## src/rtl/hzfwd_pkg.sv

```systemverilog
package hzfwd_pkg;

  typedef enum logic [2:0] {
    SRC_RF   = 3'd0,
    SRC_ZERO = 3'd1,
    SRC_EX   = 3'd2,
    SRC_MEM  = 3'd3,
    SRC_WB   = 3'd4,
    SRC_BUF  = 3'd5
  } fwd_src_e;

endpackage

```

## src/rtl/hzfwd_wrbuf.sv

```systemverilog
module hzfwd_wrbuf #(
  parameter int XLEN = 32,
  parameter int AW   = 5
) (
  input  logic            clk,
  input  logic            rst_n,
  input  logic            wr_en,
  input  logic [AW-1:0]   wr_rd,
  input  logic [XLEN-1:0] wr_data,
  output logic            buf_vld,
  output logic [AW-1:0]   buf_rd,
  output logic [XLEN-1:0] buf_data
);

  // keeps the register-file write of the previous cycle
  always_ff @(posedge clk or negedge rst_n) begin
    if (!rst_n) begin
      buf_vld  <= 1'b0;
      buf_rd   <= '0;
      buf_data <= '0;
    end else begin
      buf_vld <= wr_en && (wr_rd != '0);
      if (wr_en) begin
        buf_rd   <= wr_rd;
        buf_data <= wr_data;
      end
    end
  end

endmodule

```

## src/rtl/hzfwd_srcsel.sv

```systemverilog
module hzfwd_srcsel
  import hzfwd_pkg::*;
#(
  parameter int XLEN   = 32,
  parameter int AW     = 5,
  parameter bit EN_EX  = 1'b1,
  parameter bit EN_MEM = 1'b1,
  parameter bit EN_WB  = 1'b1,
  parameter bit EN_BUF = 1'b1
) (
  input  logic [AW-1:0]   idx,
  input  logic            used,
  input  logic [XLEN-1:0] rf_val,
  input  logic            ex_prod,
  input  logic [AW-1:0]   ex_rd,
  input  logic            ex_rdy,
  input  logic [XLEN-1:0] ex_res,
  input  logic            mem_prod,
  input  logic [AW-1:0]   mem_rd,
  input  logic            mem_rdy,
  input  logic [XLEN-1:0] mem_res,
  input  logic            wb_prod,
  input  logic [AW-1:0]   wb_rd,
  input  logic [XLEN-1:0] wb_res,
  input  logic            buf_prod,
  input  logic [AW-1:0]   buf_rd,
  input  logic [XLEN-1:0] buf_res,
  output logic [XLEN-1:0] val,
  output logic            stall
);

  function automatic logic hits(input logic prod, input logic [AW-1:0] rd,
                                input logic [AW-1:0] want);
    return prod && (rd == want);
  endfunction

  logic     live;
  logic     hit_ex, hit_mem, hit_wb, hit_buf;
  fwd_src_e src;

  assign live    = used && (idx != '0);
  assign hit_ex  = live && hits(ex_prod,  ex_rd,  idx);
  assign hit_mem = live && hits(mem_prod, mem_rd, idx);
  assign hit_wb  = live && hits(wb_prod,  wb_rd,  idx);
  assign hit_buf = live && hits(buf_prod, buf_rd, idx);

  // newest matching source decides; a source that cannot deliver stalls
  always_comb begin
    src   = SRC_RF;
    stall = 1'b0;
    if (idx == '0) begin
      src = SRC_ZERO;
    end else if (hit_ex) begin
      if (EN_EX && ex_rdy) src = SRC_EX;
      else                 stall = 1'b1;
    end else if (hit_mem) begin
      if (EN_MEM && mem_rdy) src = SRC_MEM;
      else                   stall = 1'b1;
    end else if (hit_wb) begin
      if (EN_WB) src = SRC_WB;
      else       stall = 1'b1;
    end else if (hit_buf) begin
      if (EN_BUF) src = SRC_BUF;
      else        stall = 1'b1;
    end
  end

  always_comb begin
    case (src)
      SRC_ZERO: val = '0;
      SRC_EX:   val = ex_res;
      SRC_MEM:  val = mem_res;
      SRC_WB:   val = wb_res;
      SRC_BUF:  val = buf_res;
      default:  val = rf_val;
    endcase
  end

endmodule

```

## src/rtl/hazard_fwd_unit.sv

```systemverilog
module hazard_fwd_unit #(
  parameter int XLEN       = 32,
  parameter int AW         = 5,
  parameter bit EN_EX_FWD  = 1'b1,
  parameter bit EN_MEM_FWD = 1'b1,
  parameter bit EN_WB_FWD  = 1'b1,
  parameter bit EN_BUF_FWD = 1'b1
) (
  input  logic            clk,
  input  logic            rst_n,
  input  logic [AW-1:0]   rs1_idx,
  input  logic            rs1_used,
  input  logic [AW-1:0]   rs2_idx,
  input  logic            rs2_used,
  input  logic [XLEN-1:0] rf_rs1,
  input  logic [XLEN-1:0] rf_rs2,
  input  logic            ex_vld,
  input  logic            ex_wr,
  input  logic [AW-1:0]   ex_rd,
  input  logic            ex_rdy,
  input  logic [XLEN-1:0] ex_res,
  input  logic            mem_vld,
  input  logic            mem_wr,
  input  logic [AW-1:0]   mem_rd,
  input  logic            mem_rdy,
  input  logic [XLEN-1:0] mem_res,
  input  logic            wb_vld,
  input  logic            wb_wr,
  input  logic [AW-1:0]   wb_rd,
  input  logic [XLEN-1:0] wb_res,
  output logic [XLEN-1:0] opa_val,
  output logic [XLEN-1:0] opb_val,
  output logic            dec_stall
);

  localparam int NOPND = 2;

  logic            ex_prod, mem_prod, wb_prod;
  logic            buf_vld;
  logic [AW-1:0]   buf_rd;
  logic [XLEN-1:0] buf_data;

  logic [AW-1:0]   opnd_idx  [NOPND];
  logic            opnd_used [NOPND];
  logic [XLEN-1:0] opnd_rf   [NOPND];
  logic [XLEN-1:0] opnd_val  [NOPND];
  logic [NOPND-1:0] opnd_stall;

  assign ex_prod  = ex_vld  && ex_wr;
  assign mem_prod = mem_vld && mem_wr;
  assign wb_prod  = wb_vld  && wb_wr;

  assign opnd_idx[0]  = rs1_idx;
  assign opnd_idx[1]  = rs2_idx;
  assign opnd_used[0] = rs1_used;
  assign opnd_used[1] = rs2_used;
  assign opnd_rf[0]   = rf_rs1;
  assign opnd_rf[1]   = rf_rs2;

  hzfwd_wrbuf #(.XLEN(XLEN), .AW(AW)) u_wrbuf (
    .clk      (clk),
    .rst_n    (rst_n),
    .wr_en    (wb_prod),
    .wr_rd    (wb_rd),
    .wr_data  (wb_res),
    .buf_vld  (buf_vld),
    .buf_rd   (buf_rd),
    .buf_data (buf_data)
  );

  for (genvar g = 0; g < NOPND; g++) begin : g_opnd
    hzfwd_srcsel #(
      .XLEN(XLEN), .AW(AW),
      .EN_EX(EN_EX_FWD), .EN_MEM(EN_MEM_FWD),
      .EN_WB(EN_WB_FWD), .EN_BUF(EN_BUF_FWD)
    ) u_sel (
      .idx      (opnd_idx[g]),
      .used     (opnd_used[g]),
      .rf_val   (opnd_rf[g]),
      .ex_prod  (ex_prod),
      .ex_rd    (ex_rd),
      .ex_rdy   (ex_rdy),
      .ex_res   (ex_res),
      .mem_prod (mem_prod),
      .mem_rd   (mem_rd),
      .mem_rdy  (mem_rdy),
      .mem_res  (mem_res),
      .wb_prod  (wb_prod),
      .wb_rd    (wb_rd),
      .wb_res   (wb_res),
      .buf_prod (buf_vld),
      .buf_rd   (buf_rd),
      .buf_res  (buf_data),
      .val      (opnd_val[g]),
      .stall    (opnd_stall[g])
    );
  end

  assign opa_val   = opnd_val[0];
  assign opb_val   = opnd_val[1];
  assign dec_stall = |opnd_stall;

endmodule

```

## config.mk

```make
export PLATFORM = sky130hd
export DESIGN_NAME = hazard_fwd_unit
export DESIGN_NICKNAME = d
export VERILOG_FILES = /design/src/rtl/hzfwd_pkg.sv /design/src/rtl/hzfwd_wrbuf.sv /design/src/rtl/hzfwd_srcsel.sv /design/src/rtl/hazard_fwd_unit.sv
export SDC_FILE = /design/constraint.sdc
export NUM_CORES = 1
export LEC_CHECK = 0
export BUFFER_PORTS_ARGS = -buffer_cell sky130_fd_sc_hd__buf_2
export CAP_MARGIN = 25
export CORE_MARGIN = 2
export CORE_UTILIZATION = 49
export CTS_BUF_LIST = sky130_fd_sc_hd__clkbuf_8
export CTS_CLUSTER_SIZE = 8
export DETAILED_ROUTE_END_ITERATION = 12
export HOLD_SLACK_MARGIN = 0.05
export PLACE_DENSITY = 0.84
export SETUP_SLACK_MARGIN = 0.1
export SYNTH_ARGS = -nofsm -noshare
export SYNTH_HDL_FRONTEND = slang
export SYNTH_SLANG_ARGS = --single-unit
export TNS_END_PERCENT = 100
```

## constraint.sdc

```tcl
create_clock -name clk -period 3.25 [get_ports clk]
set_input_delay 0.325 -clock clk [delete_from_list [all_inputs] [get_ports clk]]
set_output_delay 0.325 -clock clk [all_outputs]
set_load 0.01 [all_outputs]
```

# Word-level counts from Yosys, hierarchy flattened

Cells that the tools add are included.

Register bits after elaboration: 38
Logic and storage cells: 71
Input port bits: 197
Output and inout bits: 65

Reductions and logical operators: 28
Muxes and demuxes: 22
Equal/unequal tests: 18

Operators by type and width:

| kind                                                                   | count |
|---|---|
| 32-bit case mux with 5 select lines                                    | 2 |
| 5-bit equality test                                                    | 8 |
| 3-bit two-way mux                                                      | 10 |
| 1-bit logical AND                                                      | 22 |
| 5-bit nonzero test                                                     | 3 |
| 3-bit by 2-bit equality test with 1-bit output (second input constant) | 4 |
| 3-bit equality test (second input constant)                            | 4 |
| 5-bit logical NOT                                                      | 2 |
| 1-bit two-way mux                                                      | 8 |
| 3-bit by 1-bit equality test with 1-bit output (second input constant) | 2 |
| 2-bit two-way mux                                                      | 2 |
| 2-bit OR reduction                                                     | 1 |

# Logic depth before layout (Yosys ltp)

Depth after elaboration: 10
Gate-level depth with buffers: 10
Mapped depth without buffers: 6

# Cells and area by module

A second synthesis with hierarchy kept.

Cell total of the unflattened synthesis: 623
Area, all modules: 5564.1 um2

Modules (own cells, without submodules):

| module          | area an instance (um2) | sequential area each (um2) | instances | cells an instance |
|---|---|---|---|---|
| hzfwd_srcsel    | 2060.7                 | 0.0                        | 2         | 269 |
| hzfwd_wrbuf     | 1417.6                 | 950.9                      | 1         | 81 |
| hazard_fwd_unit | 25.0                   | 0.0                        | 1         | 4 |

# Least setup slack after synthesis

Ideal clock, no wire load.

Path type: in2out
Start point: in rs2_idx[3]
End point: out opb_val[10]
Cell stages on the path: 10
Setup slack: 115 ps
Arrival time: 2810 ps
Data required time: 2925 ps
Path buffers: 4
Path through: buf_2 > xor2_1 > or4_1 > or4_1 > buf_6 > a311oi_4 > or2_1 > buf_4 > buf_6 > mux2_1

Longest elaborated chain between the ends: 10
Elaborated cells on any way between the ends: 26
Classes of those cells: eq/ne: 9; mux: 6; reduce/logical: 11

RTL lines:

| what                                                      | RTL line                               | text |
|---|---|---|
| start, declared                                           | hazard_fwd_unit.sv:13                  | `input logic [AW-1:0] rs2_idx,` |
| 5-bit equality test or 5-bit nonzero test (tied branches) | hzfwd_srcsel.sv:34, hzfwd_srcsel.sv:41 |  |
| 1-bit logical AND, on equally long branches               | hzfwd_srcsel.sv:34, hzfwd_srcsel.sv:41 |  |
| 1-bit logical AND                                         | hzfwd_srcsel.sv:45                     | `assign hit_buf = live && hits(buf_prod, buf_rd, idx);` |
| 3-bit two-way mux                                         | hzfwd_srcsel.sv:62                     | `end else if (hit_buf) begin` |
| 3-bit two-way mux                                         | hzfwd_srcsel.sv:59                     | `end else if (hit_wb) begin` |
| 3-bit two-way mux                                         | hzfwd_srcsel.sv:56                     | `end else if (hit_mem) begin` |
| 3-bit two-way mux                                         | hzfwd_srcsel.sv:53                     | `end else if (hit_ex) begin` |
| 3-bit two-way mux (*)                                     | hzfwd_srcsel.sv:51                     | `if (idx == '0) begin` |
| 3-bit equality test (tied with other cells)               | hzfwd_srcsel.sv:69                     | `case (src)` |
| 32-bit case mux with 5 select lines (*)                   | hzfwd_srcsel.sv:69                     |  |
| end, declared                                             | hazard_fwd_unit.sv:32                  | `output logic [XLEN-1:0] opb_val,` |

Every way passes the cells marked *; elsewhere a longest branch is shown, timed or not.

# Worst setup path after layout

Start point: in rs2_idx[2]
End point: out opb_val[1]

Same word-level chain as after synthesis.

==> impl_metrics.toml <==
[critical_path]
worst-path-max-fanout = 7
crit_type = "input port to primary output"
cp-end-kind = "primary output"
startpoint = "rs2_idx[2]"
max_stage_delay_ns = 0.57
slowest_stage = "or4_1"
cp-start-kind = "input port"
path_buf_inv = 5
r2r-start = "u_wrbuf.buf_rd[2]$_DFFE_PN0N_"
path_cells = "buf_2 > buf_4 > xor2_1 > or4_1 > or2_4 > a311oi_4 > or2_4 > buf_12 > buf_16 > mux2_1 > buf_2"
cp_top_family = "simple AND/OR/NAND/NOR gates"
critPathArrivalTime_ns = 2.89
required_ns = 2.92

[routing]
routed_wl_um = 25500
first_pass_iters = 7
routed_via_density = 6.886
vias = 7396
first_iter_violations = 1358
drc = 0
drtAntennaViolNets = 0
wl_per_cell_um = 23.75

[cts]
h-tree-depth = 2
path_clk_slew_ns = 0.07
clkLatencyLatePin_ns = 0.29
cts_sinks = 38
root_buffer = "clkbuf_8"
cts_buffer_depth = 2
hold_buffers = 0
cts-buffers-inserted = 5
cts_tree = "yes"

[yosys]
synth_cell_types = 42
synthTopCellsByArea = "dfrtp_1 17%, mux2_2 13%, mux2i_1 11%"
synth_area_um2 = 5448
synth_edf_count = 0
ys_seq_area_share_pct = 17.46
synth_nets = 877
synth-async-reset-ratio_pct = 100.0
avgSynthCellArea_um2 = 8.011
synth_top_area_share_pct = 17.46
yosysWarnings = 0
synth_ff_type = "dfrtp_1"
synth_seq_cells = 38
synth_cells = 680
synth_area_leader_cell = "dfrtp_1"

[grt]
met1_usage_pct = 48.34
grt_max_degree = 60
grt_pass1_vias = 6252
grt.overflow.total = 0
busiest_layer = "met2"
grtUsageTotal_pct = 37.42
met3_usage_pct = 14.23
grt_antenna_before_repair = 7
grt_use_met2_pct = 55.29
grt_pass1_wl_um = 34650

[power]
p_leak_nw = 3.600
ir_worst_vdd_v = 0.0001992
power_density_nw_per_um2 = 232.0

[placed_design]
port_buffers = 261
dp_cells = 1051
gp_congestion = 0.9872
place_ws_ns = -0.07492
hpwl_um = 17670

[floorplan]
die_height_um = 109.4
num_rows = 38
start_util_pct = 50.25
design.core.area_um2 = 10840
io_pins = 262
die_w_um = 109.4
dieArea_um2 = 11980

[sta]
drv_slew = 0
final_hold_viol_count = 0
post-route-period-util_pct = 98.89
fmax_ghz = 0.3111
rsz0062_at_grt = "yes"
fin_crit_ns = 3.214
worst_pin_slew_ns = 0.8655
tns_ns = 0
finalSetupViolations = 0
setup_ws_ns = 0.03607
slew_headroom_pct = 42.30
clock_skew_ns = 0

[status]
status = "finished clean"

[worst_hold_path]
hp-class = "input port to asynchronous set/reset pin"

[finish]
drive_above_1_share_pct = 47.84
final_cell_mix = "245 x buf_2, 70 x nand3_1, 62 x mux2_2"
layout.nets = 1125
final_core_util_pct = 71.02
fillCellCount = 755
final_common_cell = "buf_2"
stdcell_count = 1074
area_growth_syn_to_layout_pct = 41.32

[run]
maxCapViolCount = 0
registers in the layout, indices dropped and copies added (netlist names):
name	cells
u_wrbuf.buf_data	32
u_wrbuf.buf_rd	5
u_wrbuf.buf_vld	1
through the flow:
stage,hold WS (ns),area [µm²],power [W]
after floorplan,0.02941,5448,0.0009561
after global placement,0.4629,7052,0.001244
after detailed placement,0.4700,7052,0.001267
after CTS,0.1638,7277,0.001690
after global routing,0.2124,7691,0.001859
final,0.1476,7699,0.001786
worst paths after layout:
kind / endpoint / slack, ns / cells after the start
max: opb_val[1] / 0.04 / 11
max in group asynchronous: u_wrbuf.buf_data[8]$_DFFE_PN0N_ / 2.56 / 1
min reg2reg: u_wrbuf.buf_data[12]$_DFFE_PN0N_ / 0.51 / 1
min in group clk: u_wrbuf.buf_data[9]$_DFFE_PN0N_ / 0.30 / 2
max reg2reg: u_wrbuf.buf_rd[2]$_DFFE_PN0N_ / 2.41 / 1
min: u_wrbuf.buf_rd[2]$_DFFE_PN0N_ / 0.15 / 1
Yosys cell counts, types with 2 or more instances:
| cell type | instances |
|---|---|
| or2_2 | 3 |
| nand3_1 | 70 |
| a31oi_1 | 10 |
| xor2_1 | 13 |
| mux2_2 | 64 |
| o211ai_1 | 13 |
| nor3_1 | 57 |
| o21ai_0 | 6 |
| nand2_1 | 48 |
| mux2i_1 | 62 |
| nor4_1 | 25 |
| mux2_1 | 29 |
| buf_2 | 18 |
| and2_1 | 6 |
| a41oi_1 | 2 |
| or2_1 | 5 |
| nor2_1 | 9 |
| dfrtp_1 | 38 |
| inv_1 | 27 |
| or3_1 | 12 |
| and3_1 | 2 |
| buf_1 | 5 |
| nand4_1 | 7 |
| clkbuf_1 | 47 |
| buf_6 | 5 |
| xnor2_1 | 27 |
| or4_1 | 7 |
| a21o_1 | 7 |
| o21ai_1 | 2 |
| o211ai_2 | 2 |
| o221ai_1 | 41 |
cells by family (layout without fill, tap and decap cells):
kind of cell              count (synthesis)  after routing  synth area share, %
AOI/OAI and AO/OA                        90             90                13.32
muxes                                   155            155                30.62
xor gates and xnor gates                 40             40                6.431
DFF                                      38             38                17.46
other                                     0              6                    0
buffers and inverters                   103            351                8.268
and+or+nand+nor                         254            254                23.91
layout make-up:
| cell class | count | area, µm² | share of cell area (%) |
|---|---|---|---|
| Antenna cell | 6 | 15.01 | 0.1950 |
| Clock inverter | 1 | 30.03 | 0.3901 |
| Timing Repair Buffer | 317 | 2046 | 26.57 |
| Tap cell | 140 | 175.2 | 2.275 |
| Clock buffer | 6 | 82.58 | 1.073 |
| Inverter | 27 | 101.3 | 1.316 |
| Sequential cell | 38 | 950.9 | 12.35 |
| Multi-Input combinational cell | 539 | 4298 | 55.83 |
power breakdown:
part           switching [W]  leakage (nW)  internal, W
clock               0.000169        0.0573     0.000246
sequential         0.0000496         0.448     0.000541
combinational       0.000411          3.10     0.000370
timing repair:
action	4_1_cts	5_1_grt
setup endpoints to repair	59	63
pin swaps	1	10
cloned	2	2
setup buffers	2	4
resized for setup	10	66
per-layer routing:
layer	part of all wire, %	routed length [µm]
met3	15	3932
met1	34	8731
met4	7.1	1801
met2	43	11010
met5	0.13	32
No activity file was read; power rests on OpenSTA's default activity.
